`src/rtl/pwmdt_pkg.sv`:
```
package pwmdt_pkg;

  // strobes issued by the control to the datapath
  typedef struct packed {
    logic tick;       // counter clock enable
    logic wrap;       // tick taken at the top count
    logic phaseEdge;  // phase level differs from its registered copy
  } dpStrobe_t;

  typedef enum logic [1:0] {
    MODE_PLAIN = 2'd0,  // gap disabled: straight complement
    MODE_GAP   = 2'd1,  // gap enabled with nonzero count
    MODE_PARK  = 2'd2   // gap enabled with zero count: hold reset level
  } outMode_t;

endpackage

```
`src/rtl/pwmdt_datapath.sv`:
```
module pwmdt_datapath
  import pwmdt_pkg::*;
#(
  parameter int CNT_W = 12,
  parameter int DT_W  = 7
) (
  input  logic             clk,
  input  logic             rstN,
  input  dpStrobe_t        strobe,
  input  logic [CNT_W-1:0] autoReload,
  input  logic [CNT_W-1:0] dutyCmp,
  input  logic [DT_W:0]    dtCfg,
  output logic [CNT_W-1:0] cnt,
  output logic             atMax,
  output logic             phaseNow,
  output logic             phaseQ,
  output logic             dlyZero,
  output logic             shEn,
  output logic             shValZero
);

  localparam logic [CNT_W-1:0] CNT_MAX = {CNT_W{1'b1}};

  logic [DT_W:0]   shadow;
  logic [DT_W-1:0] dly;
  logic [DT_W-1:0] shVal;

  assign shVal     = shadow[DT_W-1:0];
  assign shEn      = shadow[DT_W];
  assign shValZero = (shVal == '0);
  assign atMax     = (cnt == CNT_MAX);
  assign phaseNow  = (cnt < dutyCmp);
  assign dlyZero   = (dly == '0);

  // period counter
  always_ff @(posedge clk) begin
    if (!rstN) begin
      cnt <= autoReload;
    end else if (strobe.tick) begin
      if (strobe.wrap) cnt <= autoReload;
      else             cnt <= cnt + 1'b1;
    end
  end

  // shadow copy of the gap word, refreshed only at wrap
  always_ff @(posedge clk) begin
    if (!rstN)            shadow <= '0;
    else if (strobe.wrap) shadow <= dtCfg;
  end

  // registered phase level
  always_ff @(posedge clk) begin
    if (!rstN) phaseQ <= 1'b0;
    else       phaseQ <= phaseNow;
  end

  // gap countdown: reload on every phase edge, count down on ticks
  always_ff @(posedge clk) begin
    if (!rstN)                            dly <= '0;
    else if (strobe.phaseEdge)            dly <= shVal;
    else if (strobe.tick && dly != '0)    dly <= dly - 1'b1;
  end

  AST_RELOAD_AFTER_MAX: assert property (@(posedge clk) disable iff (!rstN)
    (strobe.tick && atMax) |=> (cnt == $past(autoReload))) else $error("reload");

  AST_HOLD_NO_TICK: assert property (@(posedge clk) disable iff (!rstN)
    (!strobe.tick && $past(rstN)) |=> ($stable(cnt) && (dly == '0 || $stable(dly) || $past(strobe.phaseEdge)))) else $error("hold");

  AST_SHADOW_ONLY_AT_WRAP: assert property (@(posedge clk) disable iff (!rstN)
    (!strobe.wrap && $past(rstN)) |=> $stable(shadow)) else $error("shadow");

  AST_DLY_LOAD: assert property (@(posedge clk) disable iff (!rstN)
    strobe.phaseEdge |=> (dly == $past(shVal))) else $error("dly load");

endmodule

```
`src/rtl/pwmdt_control.sv`:
```
module pwmdt_control
  import pwmdt_pkg::*;
(
  input  logic      clk,
  input  logic      rstN,
  input  logic      cntEn,
  input  logic      atMax,
  input  logic      phaseNow,
  input  logic      phaseQ,
  input  logic      dlyZero,
  input  logic      shEn,
  input  logic      shValZero,
  input  logic      invMain,
  input  logic      invComp,
  output dpStrobe_t strobe,
  output logic      pwmMain,
  output logic      pwmComp
);

  outMode_t mode;
  logic     nextMain;
  logic     nextComp;
  logic     baseMainQ;
  logic     baseCompQ;

  always_comb begin
    strobe.tick      = cntEn;
    strobe.wrap      = cntEn && atMax;
    strobe.phaseEdge = (phaseNow != phaseQ);
  end

  always_comb begin
    if (!shEn)          mode = MODE_PLAIN;
    else if (shValZero) mode = MODE_PARK;
    else                mode = MODE_GAP;
  end

  always_comb begin
    unique case (mode)
      MODE_PLAIN: begin
        nextMain = phaseQ;
        nextComp = !phaseQ;
      end
      MODE_GAP: begin
        nextMain = phaseQ && dlyZero;
        nextComp = !phaseQ && dlyZero;
      end
      default: begin
        nextMain = 1'b0;
        nextComp = 1'b0;
      end
    endcase
  end

  always_ff @(posedge clk) begin
    if (!rstN) begin
      baseMainQ <= 1'b0;
      baseCompQ <= 1'b0;
    end else begin
      baseMainQ <= nextMain;
      baseCompQ <= nextComp;
    end
  end

  assign pwmMain = baseMainQ ^ invMain;
  assign pwmComp = baseCompQ ^ invComp;

  AST_ZERO_DT_LOW: assert property (@(posedge clk) disable iff (!rstN)
    (mode == MODE_PARK) |=> (!baseMainQ && !baseCompQ)) else $error("park");

  AST_PLAIN_COMPLEMENT: assert property (@(posedge clk) disable iff (!rstN)
    (mode == MODE_PLAIN) |=> (baseMainQ != baseCompQ)) else $error("plain");

endmodule

```
`src/rtl/pwm_deadtime_gen.sv`:
```
module pwm_deadtime_gen
  import pwmdt_pkg::*;
#(
  parameter int CNT_W = 12,
  parameter int DT_W  = 7
) (
  input  logic             clk,
  input  logic             rstN,
  input  logic             cntEn,
  input  logic [CNT_W-1:0] autoReload,
  input  logic [CNT_W-1:0] dutyCmp,
  input  logic [DT_W:0]    dtCfg,
  input  logic             invMain,
  input  logic             invComp,
  output logic             pwmMain,
  output logic             pwmComp,
  output logic [CNT_W-1:0] cntVal,
  output logic             wrapTick
);

  dpStrobe_t strobe;
  logic atMax, phaseNow, phaseQ, dlyZero, shEn, shValZero;

  pwmdt_datapath #(.CNT_W(CNT_W), .DT_W(DT_W)) dp_i (
    .clk(clk), .rstN(rstN), .strobe(strobe),
    .autoReload(autoReload), .dutyCmp(dutyCmp), .dtCfg(dtCfg),
    .cnt(cntVal), .atMax(atMax), .phaseNow(phaseNow), .phaseQ(phaseQ),
    .dlyZero(dlyZero), .shEn(shEn), .shValZero(shValZero)
  );

  pwmdt_control ctl_i (
    .clk(clk), .rstN(rstN), .cntEn(cntEn), .atMax(atMax),
    .phaseNow(phaseNow), .phaseQ(phaseQ), .dlyZero(dlyZero),
    .shEn(shEn), .shValZero(shValZero),
    .invMain(invMain), .invComp(invComp),
    .strobe(strobe), .pwmMain(pwmMain), .pwmComp(pwmComp)
  );

  assign wrapTick = strobe.wrap;

  AST_NO_OVERLAP: assert property (@(posedge clk) disable iff (!rstN)
    (!invMain && !invComp) |-> !(pwmMain && pwmComp)) else $error("overlap");

endmodule

```
`config.mk`:
```
export PLATFORM = sky130hd
export DESIGN_NAME = pwm_deadtime_gen
export DESIGN_NICKNAME = d
export VERILOG_FILES = /design/src/rtl/pwmdt_pkg.sv /design/src/rtl/pwmdt_datapath.sv /design/src/rtl/pwmdt_control.sv /design/src/rtl/pwm_deadtime_gen.sv
export SDC_FILE = /design/constraint.sdc
export NUM_CORES = 1
export LEC_CHECK = 0
export CAP_MARGIN = 15
export CORE_MARGIN = 3
export CORE_UTILIZATION = 52
export DETAILED_ROUTE_END_ITERATION = 8
export GPL_TIMING_DRIVEN = 0
export PLACE_DENSITY_LB_ADDON = 0.25
export SLEW_MARGIN = 20
export SYNTH_ARGS = -nofsm -noshare
export SYNTH_HDL_FRONTEND = slang
export SYNTH_SLANG_ARGS = --single-unit
```
`constraint.sdc`:
```
create_clock -name clk -period 6 [get_ports clk]
set_input_delay 0.6 -clock clk [delete_from_list [all_inputs] [get_ports clk]]
set_output_delay 0.6 -clock clk [all_outputs]
set_load 0.1 [all_outputs]
```
==> results_tabular.tex <==
\begin{tabular}{lr}
\hline
Metric & Value \\
\hline
\multicolumn{2}{l}{\textbf{Drt}} \\
\quad Wire length after detailed routing & roughly 4300 microns \\
\quad Via count & 1,748 \\
\quad Detail-routed net length per standard cell & 13.36 microns \\
\quad Detailed Routing Iterations Pass 1 & 4 \\
\quad Number of remaining DRC errors & 0 \\
\quad Detailed Route Iter0 Violations & 98 \\
\quad Vias per Instance & 5.412 \\
\quad Routed Antenna Nets & 0 \\
\multicolumn{2}{l}{\textbf{Critical path}} \\
\quad Crit path launch type & register \\
\quad Total number of cells along the worst setup path & 4 \\
\quad CP endpoint kind & primary output \\
\quad Cell with the largest stage delay on the worst path & sky130\_fd\_sc\_hd\_\_clkdlybuf4s50\_1 \\
\quad Cell type group with the largest total delay on the critical path & buffers and inverters \\
\quad Class of the most critical setup path & reg2out \\
\quad Length in cells of the worst reg-to-reg path & 6 \\
\quad Cells along the critical path & nand4\_1 -> or2\_2 -> nor3\_1 -> clkdlybuf4s50\_1 \\
\quad Crit Path Max Fanout & 6 \\
\quad Worst endpoint data arrival time & 2.77 ns \\
\quad Data required time at the worst endpoint & 5.40 ns \\
\quad Maximum single-stage delay on the critical path & 1.17 ns \\
\quad Buffering stage count on the worst path with inverters included & 1 \\
\multicolumn{2}{l}{\textbf{Timing}} \\
\quad Slew headroom & 33.50\% \\
\quad Max-slew violations & 0 \\
\quad Post-route setup TNS & 0 ns \\
\quad Maximum operating frequency & 296.8 MHz \\
\quad Worst-case clock skew & 0.005428 ns \\
\quad Total setup violations reported at the end of the flow & 0 \\
\quad Final-report hold violation count & 0 \\
\quad Setup repair after global routing missed its margin & no \\
\quad Transition time at the pin with the least slew margin & 0.9944 ns \\
\quad Tightest hold margin & 0.4678 ns \\
\quad Time the final worst path needs with I/O delays and setup & 3.369 ns \\
\quad Portion of the clock cycle consumed by the worst path in the final layout & 56.16\% \\
\multicolumn{2}{l}{\textbf{Yosys}} \\
\quad Number of different library cells in the post-synthesis netlist & 36 \\
\quad Net count after synthesis & 270 \\
\quad Synthesized area per cell & 8.581 sq um \\
\quad Top area cells in the synthesized netlist & sky130\_fd\_sc\_hd\_\_dfxtp\_1 19\%, sky130\_fd\_sc\_hd\_\_edfxtp\_1 19\%, sky130\_fd\_sc\_hd\_\_nand2\_1 10\% \\
\quad Cell area after technology mapping & 1879 sq um \\
\quad Yosys warning count & 0 \\
\quad Cell taking the most area after synthesis & sky130\_fd\_sc\_hd\_\_dfxtp\_1 \\
\quad Synthesized flop and latch total & 30 \\
\quad Sequential element share of the synthesized area & 38.35\% \\
\quad Area share of the leading cell type in the synthesized netlist & a little under a fifth \\
\quad Cell count after synthesis & between 200 and 250 \\
\multicolumn{2}{l}{\textbf{Final layout}} \\
\quad Top library cells by usage in the layout, fill and taps aside & 51 x sky130\_fd\_sc\_hd\_\_nand2\_1, 50 x sky130\_fd\_sc\_hd\_\_clkdlybuf4s50\_1, 18 x sky130\_fd\_sc\_hd\_\_dfxtp\_1, 16 x sky130\_fd\_sc\_hd\_\_inv\_1, 15 x sky130\_fd\_sc\_hd\_\_o21ai\_0 \\
\quad Commonest non-fill, non-tap cell in the layout & sky130\_fd\_sc\_hd\_\_nand2\_1 \\
\quad Inserted Diodes & 0 \\
\quad Number of nets at the end of the flow & about 330 \\
\quad Layout Cells excl Fill & 323 \\
\quad Growth of design area from synthesis to finish & 32.89\% \\
\quad Share of final-layout standard cells stronger than drive strength 1 & 7.220\% \\
\quad Filler cell count in the final layout & 276 \\
\multicolumn{2}{l}{\textbf{Power and ir drop}} \\
\quad Clock network fraction of design power & 21.9\% \\
\quad Largest voltage drop on the vdd net & between 0.0002 and 0.00025 V \\
\quad Power Dens Cells & 233.1 nW/um\^{}2 \\
\quad Combinational Power Share & roughly 36\% \\
\quad Portion of total power attributed to sequential cells & between 40\% and 50\% \\
\quad Total leakage power & approximately 0.00099 uW \\
\quad Internal cell power & approximately 360 uW \\
\quad Switching Power & 224.5 uW \\
\quad Switching Fraction & between 30\% and 40\% \\
\multicolumn{2}{l}{\textbf{Clocking}} \\
\quad Largest buffer count on any clock path & 2 \\
\quad Clock transition at the registers of the reported paths & 0.09 ns \\
\quad Cells resized by post-CTS repair & 0 \\
\quad Cell at the root of the clock tree & sky130\_fd\_sc\_hd\_\_clkbuf\_4 \\
\quad TritonCTS clock tree & yes \\
\quad Hold-fix buffers at CTS & 0 \\
\quad Post-CTS setup buffer count & 0 \\
\quad TritonCTS buffer count & 5 \\
\quad Worst-Skew Late Latency & 0.34 ns \\
\quad Maximum level of the CTS H-tree & 2 \\
\quad Clock sink total & 30 \\
\multicolumn{2}{l}{\textbf{Place}} \\
\quad Global placer's final weighted congestion & 0.7985 \\
\quad HPWL reported at the end of detailed placement & 3353 microns \\
\quad Cell count after placement & 315 \\
\quad Number of buffers inserted by port buffering & 50 \\
\multicolumn{2}{l}{\textbf{Global routing}} \\
\quad Largest net degree at the start of global routing & 13 \\
\quad Total overflow reported by the global router & 0 \\
\quad Global-route wire length before repair & roughly 7600 microns \\
\quad Number of antenna violations at the first check in global routing & 0 \\
\quad Vias in the first global route & 1,706 \\
\quad Total track usage & approximately 22\% \\
\multicolumn{2}{l}{\textbf{Hold path}} \\
\quad Worst min-delay path class & reg2reg \\
\quad Hold Path Depth & 2 \\
\multicolumn{2}{l}{\textbf{Floorplan}} \\
\quad Cell Rows & 21 \\
\quad Starting density of the core & 55.02\% \\
\quad Area of the placeable core & 3416 sq um \\
\quad Floorplan die height & $\sim$66 microns \\
\quad Die Footprint & 4371 sq um \\
\quad Ports & 52 \\
\quad Die width & 66.12 microns \\
\multicolumn{2}{l}{\textbf{Run status}} \\
\quad Result of the run & completed \\
\multicolumn{2}{l}{\textbf{Job}} \\
\quad Number of max-cap violations & 0 \\
\hline
\end{tabular}
path summary, 6_finish.rpt:
path	from	slack (ns)	to
worst max-delay path	dp_i.cnt[6]	2.63	wrapTick
worst min register to register	dp_i.shadow[7]	0.47	dp_i.shadow[7]
worst max register to register	dp_i.cnt[9]	3.54	dp_i.dly[5]
worst min-delay path	dp_i.shadow[7]	0.47	dp_i.shadow[7]
synthesized netlist by cell type (all sizes together):
| cell | instances |
|---|---|
| a311oi | 1 |
| nor2b | 2 |
| a21o | 2 |
| nand3 | 8 |
| nor4 | 2 |
| dfxtp | 18 |
| nor3 | 4 |
| xor2 | 6 |
| xnor2 | 10 |
| inv | 16 |
| clkbuf | 2 |
| or4 | 4 |
| and4 | 1 |
| a2111oi | 2 |
| nand2 | 52 |
| a21oi | 13 |
| o2111ai | 1 |
| o21ai | 17 |
| nand2b | 2 |
| a211oi | 2 |
| mux2 | 2 |
| o2bb2ai | 1 |
| and3 | 2 |
| buf | 4 |
| ha | 14 |
| nand4 | 2 |
| nor2 | 9 |
| or2 | 1 |
| mux2i | 7 |
| edfxtp | 12 |
worst min-delay path, stage by stage, from the launching register on:
cell and delay [ns]:
sky130_fd_sc_hd__dfxtp_1 0.33, sky130_fd_sc_hd__nand2_1 0.05, sky130_fd_sc_hd__a21oi_1 0.05
per-layer routing:
metal | part of all wire, % | track usage [%] | wire length (microns)
met4 | 1.6 | 9.137 | 68
met1 | 46 | 29.81 | 1986
met3 | 5.4 | 4.252 | 234
met5 | 0 | 0 | 0
met2 | 47 | 35.81 | 2024
cell type report:
cell class | instances | area, sq um | share of cell area, %
buffer | 6 | 32.53 | 1.303
clock buffer | 7 | 55.05 | 2.204
clock inverter | 1 | 5.005 | 0.2004
inverter | 16 | 60.06 | 2.405
multi-input combinational | 167 | 1066 | 42.69
sequential | 30 | 720.7 | 28.86
tap | 46 | 57.56 | 2.305
timing repair buffer | 50 | 500.5 | 20.04
stage by stage:
stage	area [sq um]	utilization (%)	power [uW]	setup slack (ns)
floorplan	1879	-	395.3	1.728
global placement	2437	71.36	454.2	2.695
detailed placement	2437	71.36	458.6	2.721
CTS	2497	73.11	584.7	2.653
global route	2497	73.11	609.9	2.565
finish	2497	73.11	582.0	2.631
power by group through the flow:
stage,Clock (uW),Combinational (uW),Sequential (uW)
after floorplan,0,80.7,315
after global placement,0,205,250
after detailed placement,0,208,250
after CTS,129,210,246
after global routing,139,223,249
final,127,209,246
registers in the layout, summed over array words and instances, names as in the netlist:
register         count
ctl_i.baseMainQ      1
ctl_i.baseCompQ      1
dp_i.shadow          8
dp_i.dly             7
dp_i.phaseQ          1
dp_i.cnt            12
cell families (layout without fill, tap and decap cells):
group                      Yosys count  count (layout)  share of synthesized area (%)
xor gates and xnor gates            16              16                          7.456
and+or+nand+nor                     89              89                          21.84
adders and majority gates           14              14                          9.321
muxes                                9               9                          4.927
DFF                                 30              30                          38.35
AOI/OAI and AO/OA                   39              39                          13.18
buffers and inverters               22              80                          4.927
Power figures use the tool's default switching activity.
